<file path="config.mk">
export PLATFORM = sky130hd
export DESIGN_NAME = clkdiv_bank
export DESIGN_NICKNAME = d
export VERILOG_FILES = /design/src/rtl/clkdiv_pkg.sv /design/src/rtl/clkdiv_sync2.sv /design/src/rtl/clkdiv_phase.sv /design/src/rtl/clkdiv_bank.sv
export SDC_FILE = /design/constraint.sdc
export NUM_CORES = 1
export LEC_CHECK = 0
export ABC_AREA = 1
export BUFFER_PORTS_ARGS = -buffer_cell sky130_fd_sc_hd__buf_4
export CAP_MARGIN = 5
export CORE_ASPECT_RATIO = 2
export CORE_MARGIN = 2
export CORE_UTILIZATION = 55
export CTS_BUF_LIST = sky130_fd_sc_hd__clkbuf_8
export DETAILED_ROUTE_END_ITERATION = 16
export GPL_TIMING_DRIVEN = 0
export PLACE_DENSITY = 0.83
export SLEW_MARGIN = 25
export SYNTH_ARGS = -nofsm -noshare
export SYNTH_HDL_FRONTEND = slang
export SYNTH_HIERARCHICAL = 1
export SYNTH_SLANG_ARGS = --single-unit
</file>
<file path="constraint.sdc">
create_clock -name clk_fast -period 17.4 [get_ports clk_fast]
set_input_delay 5.22 -clock clk_fast [delete_from_list [all_inputs] [get_ports clk_fast]]
set_output_delay 5.22 -clock clk_fast [all_outputs]
set_load 0.02 [all_outputs]
</file>
<file path="src/rtl/clkdiv_pkg.sv">
package clkdiv_pkg;

    // Synchronized control word; field order matches the synchronizer input packing
    typedef struct packed {
        logic       sel_a;
        logic       sel_b;
        logic       sel_c;
        logic       pd;
        logic [1:0] shut;
    } ctl_t;

    function automatic int gcd_f(input int a_in, input int b_in);
        int a;
        int b;
        int t;
        a = a_in;
        b = b_in;
        while (b != 0) begin
            t = b;
            b = a % b;
            a = t;
        end
        return a;
    endfunction

    function automatic int lcm_f(input int a, input int b);
        return (a / gcd_f(a, b)) * b;
    endfunction

    function automatic int max_f(input int a, input int b);
        return (a > b) ? a : b;
    endfunction

endpackage

</file>
<file path="src/rtl/clkdiv_sync2.sv">
module clkdiv_sync2 #(
    parameter int W = 1
) (
    input  logic         clk,
    input  logic         rst_n,
    input  logic [W-1:0] din,
    output logic [W-1:0] dout
);

    typedef struct packed {
        logic [W-1:0] s1;
        logic [W-1:0] s2;
    } st_t;

    st_t st_d, st_q;

    always_comb begin
        st_d.s1 = din;
        st_d.s2 = st_q.s1;
    end

    always_ff @(posedge clk or negedge rst_n) begin
        if (!rst_n) st_q <= '0;
        else        st_q <= st_d;
    end

    assign dout = st_q.s2;

    // Checker: edges seen since reset, saturating
    logic [1:0] vld_q;
    always_ff @(posedge clk or negedge rst_n) begin
        if (!rst_n)              vld_q <= '0;
        else if (vld_q != 2'd3)  vld_q <= vld_q + 2'd1;
    end

    // synchronized value is exactly two edges old
    assert_sync_depth_R6: assert property (@(posedge clk) disable iff (!rst_n)
        (vld_q >= 2'd2) |-> (dout == $past(din, 2)));

endmodule

</file>
<file path="src/rtl/clkdiv_phase.sv">
module clkdiv_phase #(
    parameter int CW = 5,
    parameter int DW = 4
) (
    input  logic          clk,
    input  logic          rst_n,
    input  logic [CW-1:0] cnt_nx,
    input  logic [DW-1:0] div_nx,
    input  logic          gate_nx,
    output logic          clk_out
);

    localparam int WW = (CW > DW) ? CW : DW;

    typedef struct packed {
        logic          q;
        logic [DW-1:0] div;
    } st_t;

    st_t           st_d, st_q;
    logic [WW-1:0] phase;
    logic          high_half;

    always_comb begin
        phase     = WW'(cnt_nx) % WW'(div_nx);
        high_half = phase < (WW'(div_nx) >> 1);
        st_d.q    = !gate_nx && high_half;
        st_d.div  = div_nx;
    end

    always_ff @(posedge clk or negedge rst_n) begin
        if (!rst_n) st_q <= '0;
        else        st_q <= st_d;
    end

    assign clk_out = st_q.q;

    // Checker: length of the current high phase and the divisor it started with
    logic [DW:0]   hi_len_q;
    logic [DW-1:0] div_rise_q;
    always_ff @(posedge clk or negedge rst_n) begin
        if (!rst_n) begin
            hi_len_q   <= '0;
            div_rise_q <= '0;
        end else begin
            hi_len_q <= clk_out ? hi_len_q + 1'b1 : '0;
            if (clk_out && hi_len_q == '0) div_rise_q <= st_q.div;
        end
    end

    // a finished high phase lasts exactly half the divisor of its period
    assert_high_phase_R8: assert property (@(posedge clk) disable iff (!rst_n)
        $fell(clk_out) |-> (hi_len_q == (DW+1)'(div_rise_q >> 1)));

endmodule

</file>
<file path="src/rtl/clkdiv_bank.sv">
module clkdiv_bank
    import clkdiv_pkg::*;
#(
    parameter int DIV_AB0 = 2,
    parameter int DIV_AB1 = 4,
    parameter int DIV_C0  = 4,
    parameter int DIV_C1  = 6,
    parameter int DIV_FB  = 8,
    parameter int PD_MULT = 2
) (
    input  logic       clk_fast,
    input  logic       rst_n,
    input  logic       sel_a,
    input  logic       sel_b,
    input  logic       sel_c,
    input  logic       pwr_dn,
    input  logic [1:0] shut_dn,
    output logic       out_a,
    output logic       out_b,
    output logic       out_c,
    output logic       fb_out
);

    localparam int DIV_MAX = max_f(PD_MULT * max_f(max_f(DIV_AB0, DIV_AB1), max_f(DIV_C0, DIV_C1)), DIV_FB);
    localparam int DW      = $clog2(DIV_MAX + 1);
    localparam int FR_PD   = lcm_f(lcm_f(DIV_AB0 * PD_MULT, DIV_AB1 * PD_MULT),
                                   lcm_f(DIV_C0 * PD_MULT, DIV_C1 * PD_MULT));
    localparam int FR_NRM  = lcm_f(lcm_f(DIV_AB0, DIV_AB1), lcm_f(lcm_f(DIV_C0, DIV_C1), DIV_FB));
    localparam int FRAME   = lcm_f(FR_PD, FR_NRM);
    localparam int CW      = $clog2(FRAME);
    localparam int NCH     = 4;
    localparam int FBW     = $clog2(DIV_FB + 2);

    typedef struct packed {
        logic [CW-1:0] cnt;
        ctl_t          ctl;
    } st_t;

    function automatic logic [DW-1:0] div_of(input int ch, input ctl_t c);
        int base;
        case (ch)
            0:       base = c.sel_a ? DIV_AB1 : DIV_AB0;
            1:       base = c.sel_b ? DIV_AB1 : DIV_AB0;
            2:       base = c.sel_c ? DIV_C1 : DIV_C0;
            default: base = DIV_FB;
        endcase
        if (ch < 3 && c.pd) base = base * PD_MULT;
        return DW'(base);
    endfunction

    function automatic logic gate_of(input int ch, input ctl_t c);
        case (ch)
            0:       return c.shut != 2'b00;
            1:       return c.shut[1];
            2:       return c.shut == 2'b11;
            default: return 1'b0;
        endcase
    endfunction

    ctl_t                  ctl_sync;
    logic [$bits(ctl_t)-1:0] sync_raw;
    st_t                   st_d, st_q;
    logic [NCH-1:0][DW-1:0] div_nx;
    logic [NCH-1:0]        gate_nx;
    logic [NCH-1:0]        gate_now;
    logic [NCH-1:0]        clk_vec;

    clkdiv_sync2 #(.W($bits(ctl_t))) u_sync (
        .clk  (clk_fast),
        .rst_n(rst_n),
        .din  ({sel_a, sel_b, sel_c, pwr_dn, shut_dn}),
        .dout (sync_raw)
    );

    assign ctl_sync = ctl_t'(sync_raw);

    always_comb begin
        st_d     = st_q;
        st_d.cnt = (st_q.cnt == CW'(FRAME - 1)) ? '0 : st_q.cnt + 1'b1;
        if (st_d.cnt == '0) st_d.ctl = ctl_sync;
        for (int ch = 0; ch < NCH; ch++) begin
            div_nx[ch]   = div_of(ch, st_d.ctl);
            gate_nx[ch]  = gate_of(ch, st_d.ctl);
            gate_now[ch] = gate_of(ch, st_q.ctl);
        end
    end

    always_ff @(posedge clk_fast or negedge rst_n) begin
        if (!rst_n) begin
            st_q.cnt <= CW'(FRAME - 1);
            st_q.ctl <= '0;
        end else begin
            st_q <= st_d;
        end
    end

    for (genvar g = 0; g < NCH; g++) begin : g_ch
        clkdiv_phase #(.CW(CW), .DW(DW)) u_phase (
            .clk    (clk_fast),
            .rst_n  (rst_n),
            .cnt_nx (st_d.cnt),
            .div_nx (div_nx[g]),
            .gate_nx(gate_nx[g]),
            .clk_out(clk_vec[g])
        );
    end

    assign out_a  = clk_vec[0];
    assign out_b  = clk_vec[1];
    assign out_c  = clk_vec[2];
    assign fb_out = clk_vec[3];

    // Checker: feedback period measured between rising edges
    logic           fb_prev_q;
    logic           fb_seen_q;
    logic [FBW-1:0] fb_per_q;
    logic           fb_rise;
    assign fb_rise = fb_out && !fb_prev_q;
    always_ff @(posedge clk_fast or negedge rst_n) begin
        if (!rst_n) begin
            fb_prev_q <= 1'b0;
            fb_seen_q <= 1'b0;
            fb_per_q  <= '0;
        end else begin
            fb_prev_q <= fb_out;
            if (fb_rise) begin
                fb_seen_q <= 1'b1;
                fb_per_q  <= FBW'(1);
            end else if (fb_per_q != '1) begin
                fb_per_q  <= fb_per_q + 1'b1;
            end
        end
    end

    // feedback period never changes, whatever the controls do
    assert_fb_period_R2: assert property (@(posedge clk_fast) disable iff (!rst_n)
        (fb_rise && fb_seen_q) |-> (fb_per_q == FBW'(DIV_FB)));

    // the held setting moves only at a frame start
    assert_ctl_frame_R6: assert property (@(posedge clk_fast) disable iff (!rst_n)
        (st_q.ctl != $past(st_q.ctl)) |-> (st_q.cnt == '0));

    // gating of each group changes only after that output was low
    assert_gate_low_a_R7: assert property (@(posedge clk_fast) disable iff (!rst_n)
        (gate_now[0] != $past(gate_now[0])) |-> ($past(out_a) == 1'b0));
    assert_gate_low_b_R7: assert property (@(posedge clk_fast) disable iff (!rst_n)
        (gate_now[1] != $past(gate_now[1])) |-> ($past(out_b) == 1'b0));
    assert_gate_low_c_R7: assert property (@(posedge clk_fast) disable iff (!rst_n)
        (gate_now[2] != $past(gate_now[2])) |-> ($past(out_c) == 1'b0));

    // a stopped group stays low
    assert_stopped_low_R7: assert property (@(posedge clk_fast) disable iff (!rst_n)
        (gate_now[0] && $past(gate_now[0])) |-> !out_a);

endmodule

</file>
# --- Word level (Yosys, flattened, before mapping) ---
# Cells that the tools add are included.
# W data, S select, Z words.
totals:
  ff_bits: 27
  input_bits: 8
op_classes:
  mux: 8
  n_lt_le_gt_ge: 4
  eq_ne: 2
  addsub: 1
  div: 3
  reduce_logical: 8
ops:
  columns: ["cell", "count"]
  rows:
  - ["$lt A5 B3 Y1", 3]
  - ["$mod A5 B4 Y5", 3]
  - ["$mux W4", 3]
  - ["$mux W3", 2]
  - ["$mux W6", 1]
  - ["$add A5 B1 Y5 const B", 1]
  - ["$eq A5 B5 Y1 const B", 1]
  - ["$logic_not A5 Y1", 1]
  - ["$mux W5", 1]
  - ["$logic_and A1 B1 Y1", 3]
  - ["$logic_not A1 Y1", 3]
  - ["$lt A3 B3 Y1 const B", 1]
  - ["$eq A2 B2 Y1 const B", 1]
  - ["$mux W2", 1]
  - ["$reduce_bool A2 Y1", 1]

# --- Depth between registers and ports, before layout ---
# Gate-level depths: netlist of run 1.
depth:
  depth_word: 9
  mapped_depth: 54
  ltp_nobuf: 53

# --- Cells and area by module ---
# Netlist of run 1, hierarchy kept.
modules_own_cells:
  columns: ["mod", "area_each_um2", "seq_area_each_um2", "cells_per_inst", "instances"]
  rows:
  - ["clkdiv_phase (g_ch[0].u_phase ...)", 955.9, 25.0, 163, 3]
  - ["clkdiv_phase (g_ch[2].u_phase)", 977.2, 25.0, 159, 1]
  - ["clkdiv_bank", 669.4, 280.3, 83, 1]
  - ["clkdiv_sync2", 300.3, 300.3, 12, 1]

# --- Least setup slack after synthesis of run 1 ---
# OpenSTA, ideal clock, no wires.
synth_path:
  path_type: "register to register"
  from: "register st_q[6] (netlist bit)"
  to: "register g_ch[2].u_phase.st_q (netlist bit g_ch[2].u_phase/clk_out)"
  setup_time_ns: 0.069
  path_buffers: 0
  t_arrival_ns: 6.470
  stages_incl_launch_ff: 49
  path_slack_ns: 10.861
  path_cell_list: "dfstp_2 -> ha_1 -> nand2_1 -> nor2_4 -> nand3_4 -> nand2_1 -> nand2_1 -> nor2_1 -> inv_1 -> nand3_1 -> nand2_1 -> nand2_1 -> inv_1 -> ha_1 -> nand2_2 -> nand2_2 -> nand2_1 -> nand3_1 -> (+13 left out) -> nand2_4 -> nand2_1 -> a21boi_0 -> inv_1 -> ha_1 -> a21oi_1 -> o21ai_1 -> a211oi_4 -> nand3_4 -> nand3b_1 -> o21ai_1 -> ha_1 -> a211o_1 -> inv_1 -> nand2_1 -> nor2_1 -> nand2_1 -> nor2_2"
synth_rtl:
  columns: ["item", "line_no", "source"]
  rows:
  - ["start, declared", "clkdiv_bank.sv:62", "st_t st_d, st_q;"]
  - ["start signal, assigned", "clkdiv_bank.sv:93", "st_q <= st_d;"]
  - ["end signal, assigned", "clkdiv_phase.sv:33", "else st_q <= st_d;"]
  - ["end, declared", "clkdiv_phase.sv:20", "st_t st_d, st_q;"]

==> flow_summary.toml, run 1 <==
[route]
drc = 0
drtPass1Iterations = 6
drt-vias-per-instance = 5.31
wirelength_mm = 11.0
avgRoutedWirePerCell_um = 12.5
first_iter_violations = 183
postRouteAntennaNets = 0
vias = 4662

[synth]
synth_area_leaders = "ha_1 (18%), nand2_1 (15%), dfrtp_1 (12%), inv_1 (10%), nand3_1 (7.4%)"
synth_edf_count = 0
synthArstFlopShare_pct = 100
yosys.cell_types.count = 37
ys_seq_area_share_pct = 14.1
syn_area_per_cell_um2 = 6.48
synth-seq-cells = 27
synth_area_um2 = 4810
ys.flop_type = "dfrtp_1"
netlist_instances = 743
synth_top_cell_area_share_pct = 17.9
synth_top_cell_by_area = "ha_1"
yosys_warnings = 6

[power]
pwr-share-seq_pct = 22.1
p_int_uw = 163
power.share.combinational_pct = 66.8
pwr-share-clk_pct = 11.1
ir_drop_uv = 49.2
p_per_area_nw_per_um2 = 61.2
p_leak_uw = 0.00300
p_sw_uw = 152
p_total_uw = 315
swShare_pct = 48.2

[cells_and_area]
multi_input_area_um2 = 3630
fin_nets = 860
insertedDiodeCount = 0
fin_util_pct = 60.0
layout-drive-gt1-share_pct = 15.8
stdcell_count = 878
seqCellArea_um2 = 681
area_growth_pct = 6.94
n_fill_cell = 817

[timing]
timing.fmax_mhz = 128
rsz0062_at_grt = "no"
finalClockSkew_ns = 0.00578
finalHoldViolCount = 0
finalSetupTns_ns = 0
layout_min_cycle_time_ns = 7.80
setup_viol_count_final = 0
max-slew-margin-rel_pct = 52.9
slew_violations = 0
worst_pin_slew_ns = 0.704
finalCritPeriodShare_pct = 44.8

[clock_tree]
clk_pin_slew_ns = 0.09
clk-insertion-delay-late_ns = 0.28
h-tree-depth = 1
post-cts-setup-buffer-count = 0
cts-root-buf = "clkbuf_8"
cts_buffers = 3
clk_path_buf_depth = 2
cts-hold-fix-buffers = 0
cts_tree = "done"
clock_sinks = 27
cts_resized = 0

[setup_path]
reg2reg_depth = 48
regToRegEndpoint = "g_ch[2].u_phase/clk_out$_DFF_PN0_"
cp_slowest_stage_delay_ns = 0.56
critPathBufInv = 5
critPathTopFamily = "simple AND/OR/NAND/NOR gates"
timing.critical_path.to = "g_ch[2].u_phase/clk_out$_DFF_PN0_"
cp-start-kind = "register"
cpMaxStageDelayCell = "dfstp_2"
worstSetupStartpoint = "st_q[6]$_DFF_PN1_"
r2r_start = "st_q[6]$_DFF_PN1_"
required_ns = 17.60
crit_top_cell = "nand2_1"
crit_fanout = 10
rrSetupSlack_ns = 9.60
path_class = "register to register"
critPathCaptureType = "register"
cp.arrival_ns = 8.00
cp_num_cells = 48

[placed_design]
dp_hpwl_mm = 9.44
dpl.cell_count = 874
place.gp.congestion = 0.965
io_buffers = 11

[die]
die_h_um = 136
io_pins = 12
initial_core_util_pct = 56.1
die_width_um = 70.2
row_count = 48
fp.coreArea_um2 = 8590
die_area_um2 = 9560

[run]
maxCapViolCount = 0

[global_route]
antenna_found_initial = 0
grt_pass1_wl_mm = 18.6
grt_pass1_vias = 4636
grt_max_degree = 28
overflow = 0
grt.total_usage_pct = 23.3

[status]
outcome = "complete, no violations"

[hold_path]
min_path_type = "register to register"
-- power groups by stage --
stage | Combinational, uW | Sequential, uW | Clock, uW
4_1_cts | 209 | 69.6 | 35.2
6_report | 211 | 69.6 | 34.9
2_1_floorplan | 163 | 74.2 | 0
5_1_grt | 238 | 70.1 | 37.4
3_3_place_gp | 199 | 70.7 | 0
3_5_place_dp | 208 | 70.8 | 0
-- how the worst min path moves through the flow --
| stage | slack, ns | cells past startpoint | from | endpoint |
|---|---|---|---|---|
| finish | 0.35 | 0 | u_sync/st_d[5]$_DFF_PN0_ | u_sync/dout[5]$_DFF_PN0_ |
| floorplan | 0.33 | 0 | u_sync/st_d[0]$_DFF_PN0_ | u_sync/dout[0]$_DFF_PN0_ |
| CTS | 0.36 | 0 | u_sync/st_d[5]$_DFF_PN0_ | u_sync/dout[5]$_DFF_PN0_ |
| global route | 0.36 | 0 | u_sync/st_d[5]$_DFF_PN0_ | u_sync/dout[5]$_DFF_PN0_ |
| detailed placement | 0.34 | 0 | u_sync/st_d[5]$_DFF_PN0_ | u_sync/dout[5]$_DFF_PN0_ |
| global placement | 0.33 | 0 | u_sync/st_d[0]$_DFF_PN0_ | u_sync/dout[0]$_DFF_PN0_ |
-- cell usage after synthesis (5+ instances only) --
master / number
nor2_1: 57
nand2_2: 23
dfrtp_1: 23
a21oi_1: 18
o21ai_1: 16
nand3_1: 71
xnor2_1: 8
o21ai_4: 5
nor2_2: 14
ha_1: 69
nand3_2: 16
nand2_1: 193
inv_2: 15
o21ai_2: 7
inv_1: 133
nand4_1: 10
o21ai_0: 5
nor2_4: 12
-- layout by cell type (no fill, tap or decap), types with 4 or more instances in the layout --
cell type	n
nand2_1	193
inv_1	134
nand3_1	71
ha_1	69
nor2_1	57
nand2_2	23
dfrtp_1	23
conb_1	22
a21oi_1	18
nand3_2	16
o21ai_1	16
inv_2	15
nor2_2	14
nor2_4	12
buf_4	11
nand4_1	10
xnor2_1	8
o21ai_2	7
o21ai_4	5
o21ai_0	5
or2_1	4
clkbuf_1	4
nand3b_1	4
xor2_1	4
a211o_1	4
fa_1	4
dfstp_2	4
-- flip-flops by register name, summed over array words and instances (netlist names) --
| signal | count |
|---|---|
| g_ch.u_phase/clk_out | 4 |
| st_q | 10 |
| gate_now | 1 |
| u_sync/st_d | 6 |
| u_sync/dout | 6 |
-- per-layer routing --
metal | vias to the layer above | track usage [%] | share of wire, %
met1 | 2131 | 20.6 | 35
met5 | - | 0 | 0
li1 | 2399 | - | -
met3 | 48 | 0.741 | 1.3
met2 | 84 | 49.5 | 58
met4 | 0 | 13.8 | 5.7
-- area by class of cell --
| cell class | instances | area share (%) |
|---|---|---|
| multi-input cells | 582 | 70.4 |
| flip-flops and latches | 27 | 13.2 |
| inverters | 149 | 10.9 |
| well taps | 100 | 2.43 |
| repair buffers | 11 | 1.60 |
| clock buffers | 3 | 0.802 |
| plain buffers | 5 | 0.510 |
| clock inverters | 1 | 0.0729 |
-- metrics by stage --
stage | setup slack, ns | area [um2] | hold WS (ns)
6_report | 9.60 | 5150 | 0.352
5_1_grt | 8.98 | 5150 | 0.362
4_1_cts | 9.63 | 5150 | 0.355
3_5_place_dp | 9.66 | 5100 | 0.336
3_3_place_gp | 9.96 | 5100 | 0.334
2_1_floorplan | 10.86 | 4890 | 0.331
-- cell families after synthesis --
kind of cell / after synthesis / synth area share, %
buffers and inverters: 154 / 12.2
adders and majority gates: 73 / 19.6
other: 2 / 0.156
xor gates and xnor gates: 12 / 2.18
and+or+nand+nor: 411 / 42.0
DFF: 27 / 14.1
AOI/OAI and AO/OA: 64 / 9.75
Power figures use the tool's default switching activity.
==> run 2: changes to the inputs <==
--- a/config.mk
+++ b/config.mk
@@ -14,7 +14,7 @@
 export CTS_BUF_LIST = sky130_fd_sc_hd__clkbuf_8
 export DETAILED_ROUTE_END_ITERATION = 16
 export GPL_TIMING_DRIVEN = 0
-export PLACE_DENSITY = 0.83
+export PLACE_DENSITY = 0.85
 export SLEW_MARGIN = 25
 export SYNTH_ARGS = -nofsm -noshare
 export SYNTH_HDL_FRONTEND = slang
==> constraint.sdc (replaced) <==
create_clock -name clk_fast -period 6.6 [get_ports clk_fast]
set_input_delay 1.98 -clock clk_fast [delete_from_list [all_inputs] [get_ports clk_fast]]
set_output_delay 1.98 -clock clk_fast [all_outputs]
set_load 0.02 [all_outputs]
==> run 2 against run 1 <==
  * The flow now finishes with violations (setup timing)
  * Core utilization grew 19 points
  * Die area unchanged
  * Clock-buffer cell count is the same
==> flow_summary.toml, run 2 (same netlist as run 1, synthesis figures left out) <==
[power]
power.share.combinational_pct = 75.0
swShare_pct = 48.1
pwr-share-clk_pct = 8.9
pwr-share-seq_pct = 16.2
ir_drop_uv = 203
p_int_uw = 604
p_leak_uw = 0.00361
p_per_area_nw_per_um2 = 171
p_sw_uw = 561

[placed_design]
io_buffers = 11
dp_hpwl_mm = 9.06
place.gp.congestion = 0.937

[setup_path]
critPathCaptureType = "register"
crit_fanout = 5
cp.arrival_ns = 7.59
crit_top_cell = "nand2_4"
cpMaxStageDelayCell = "dfstp_2"
regToRegEndpoint = "g_ch[1].u_phase/clk_out$_DFF_PN0_"
reg2reg_depth = 48
r2r_start = "st_q[6]$_DFF_PN1_"
required_ns = 6.83
cp-start-kind = "register"
cp_slowest_stage_delay_ns = 0.60
path_class = "register to register"
rrSetupSlack_ns = -0.76

[route]
maxUsedRoutingLayer = "met4"
drc = 0
first_iter_violations = 492
drtPass1Iterations = 5
route.met3.wl_mm = 1.34
wl_met1_mm = 6.13
dr_wl_met2_mm = 10.2
wirelength_mm = 20.0
drt-vias-per-instance = 6.12
avgRoutedWirePerCell_um = 20.6
postRouteAntennaNets = 0
vias = 5950

[clock_tree]
cts-root-buf = "clkbuf_8"
clk_path_buf_depth = 2
clock_sinks = 27
clk_pin_slew_ns = 0.10
h-tree-depth = 1
cts_tree = "done"
cts_buffers = 3
clk-insertion-delay-late_ns = 0.29

[die]
fp.coreArea_um2 = 8590
row_count = 48
initial_core_util_pct = 56.1
die_h_um = 136
io_pins = 12
die_area_um2 = 9560
die_width_um = 70.2

[global_route]
antenna_found_initial = 0
grt_pass1_vias = 5316
grt_max_degree = 28
overflow = 0
grt.total_usage_pct = 27.5
grt_pass1_wl_mm = 21.7

[timing]
layout_min_cycle_time_ns = 7.36
layout_setup_ws_ns = -0.763
worst_pin_slew_ns = 1.04
slew_violations = 0
finalHoldViolCount = 0
timing.fmax_mhz = 136
rsz0062_at_grt = "yes"
finalClockSkew_ns = 0.00309
finalCritPeriodShare_pct = 112
setup_viol_count_final = 3
max-slew-margin-rel_pct = 30.6
holdWs_ns = 0.358

[cells_and_area]
largest_register = "st_q"
insertedDiodeCount = 0
fin_util_pct = 79.2
layout_common_cells = "nand2_1 (141), inv_1 (119), buf_4 (100)"
largest_reg_flops = 10
fin_nets = 955
layout-drive-gt1-share_pct = 40.8
final_common_cell = "nand2_1"
area_growth_pct = 41.3

[hold_path]
min_path_type = "register to register"
hold_depth = 0
hold_path_end = "u_sync/dout[5]$_DFF_PN0_"
hold_start = "u_sync/st_d[5]$_DFF_PN0_"

[status]
outcome = "finished with violations"
violations = "setup timing"

[run]
maxCapViolCount = 0
run 2: cell types whose count changed in the layout (fill, tap and decap cells not counted), sizes merged:
cell  change
buf      +95
run 2: worst max-delay path, delay by kind of cell (launching register included):
| kind | cells | cell delay [ns] |
|---|---|---|
| and+or+nand+nor | 29 | 3.45 |
| buffers and inverters | 8 | 0.70 |
| adders and majority gates | 5 | 1.44 |
| DFF | 1 | 0.60 |
| AOI/OAI and AO/OA | 6 | 1.07 |
run 2: area by class of cell:
type / instances / area, um2
fillers: 487 / 1780
inverters: 149 / 584
repair buffers: 106 / 827
plain buffers: 5 / 30.0
well taps: 100 / 125
clock buffers: 3 / 41.3
flip-flops and latches: 27 / 681
clock inverters: 1 / 8.76
multi-input cells: 582 / 4510
run 2: power by group through the flow:
| stage | Clock, uW | Sequential, uW | Combinational, uW |
|---|---|---|---|
| 2_1_floorplan | 0 | 196 | 429 |
| 3_3_place_gp | 0 | 188 | 529 |
| 3_5_place_dp | 0 | 188 | 542 |
| 4_1_cts | 99.3 | 185 | 678 |
| 5_1_grt | 113 | 189 | 929 |
| 6_report | 104 | 188 | 873 |
run 2: timing repair:
| action | CTS | global route |
|---|---|---|
| pin swaps | 51 | 113 |
| resized for setup | 81 | 120 |
| hold buffers | 0 | 0 |
| gates cloned | 0 | 0 |
| buffers inserted | 53 | 42 |
| endpoints found under the setup margin | 3 | 3 |
run 2: worst max path at each step:
| stage | end | startpoint | slack (ns) |
|---|---|---|---|
| 6_report | g_ch[1].u_phase/clk_out$_DFF_PN0_ | st_q[6]$_DFF_PN1_ | -0.76 |
| 5_1_grt | g_ch[1].u_phase/clk_out$_DFF_PN0_ | st_q[6]$_DFF_PN1_ | -1.0 |
| 4_1_cts | g_ch[2].u_phase/clk_out$_DFF_PN0_ | st_q[7]$_DFF_PN1_ | 0.001 |
| 3_5_place_dp | g_ch[2].u_phase/clk_out$_DFF_PN0_ | st_q[6]$_DFF_PN1_ | -1.00 |
| 3_3_place_gp | g_ch[2].u_phase/clk_out$_DFF_PN0_ | st_q[6]$_DFF_PN1_ | -0.87 |
| 2_1_floorplan | g_ch[2].u_phase/clk_out$_DFF_PN0_ | st_q[6]$_DFF_PN1_ | 0.06 |
run 2: routing by layer:
layer / global-route usage, % / up-vias
met2: 56.2 / 421
met5: 0 / -
met3: 1.93 / 214
li1: - / 2589
met4: 20.3 / 0
met1: 23.7 / 2726
run 2: metrics by stage:
| stage | total power (uW) | TNS [ns] | setup slack [ns] | area (um2) | instances |
|---|---|---|---|---|---|
| floorplan | 625 | 0 | 0.0614 | 4890 | 763 |
| global placement | 716 | -2.39 | -0.869 | 5100 | 874 |
| detailed placement | 730 | -2.79 | -1.00 | 5100 | 874 |
| CTS | 963 | 0 | 0.00120 | 5960 | 931 |
| global route | 1230 | -2.77 | -0.996 | 6810 | 973 |
| finish | 1170 | -2.03 | -0.763 | 6810 | 973 |
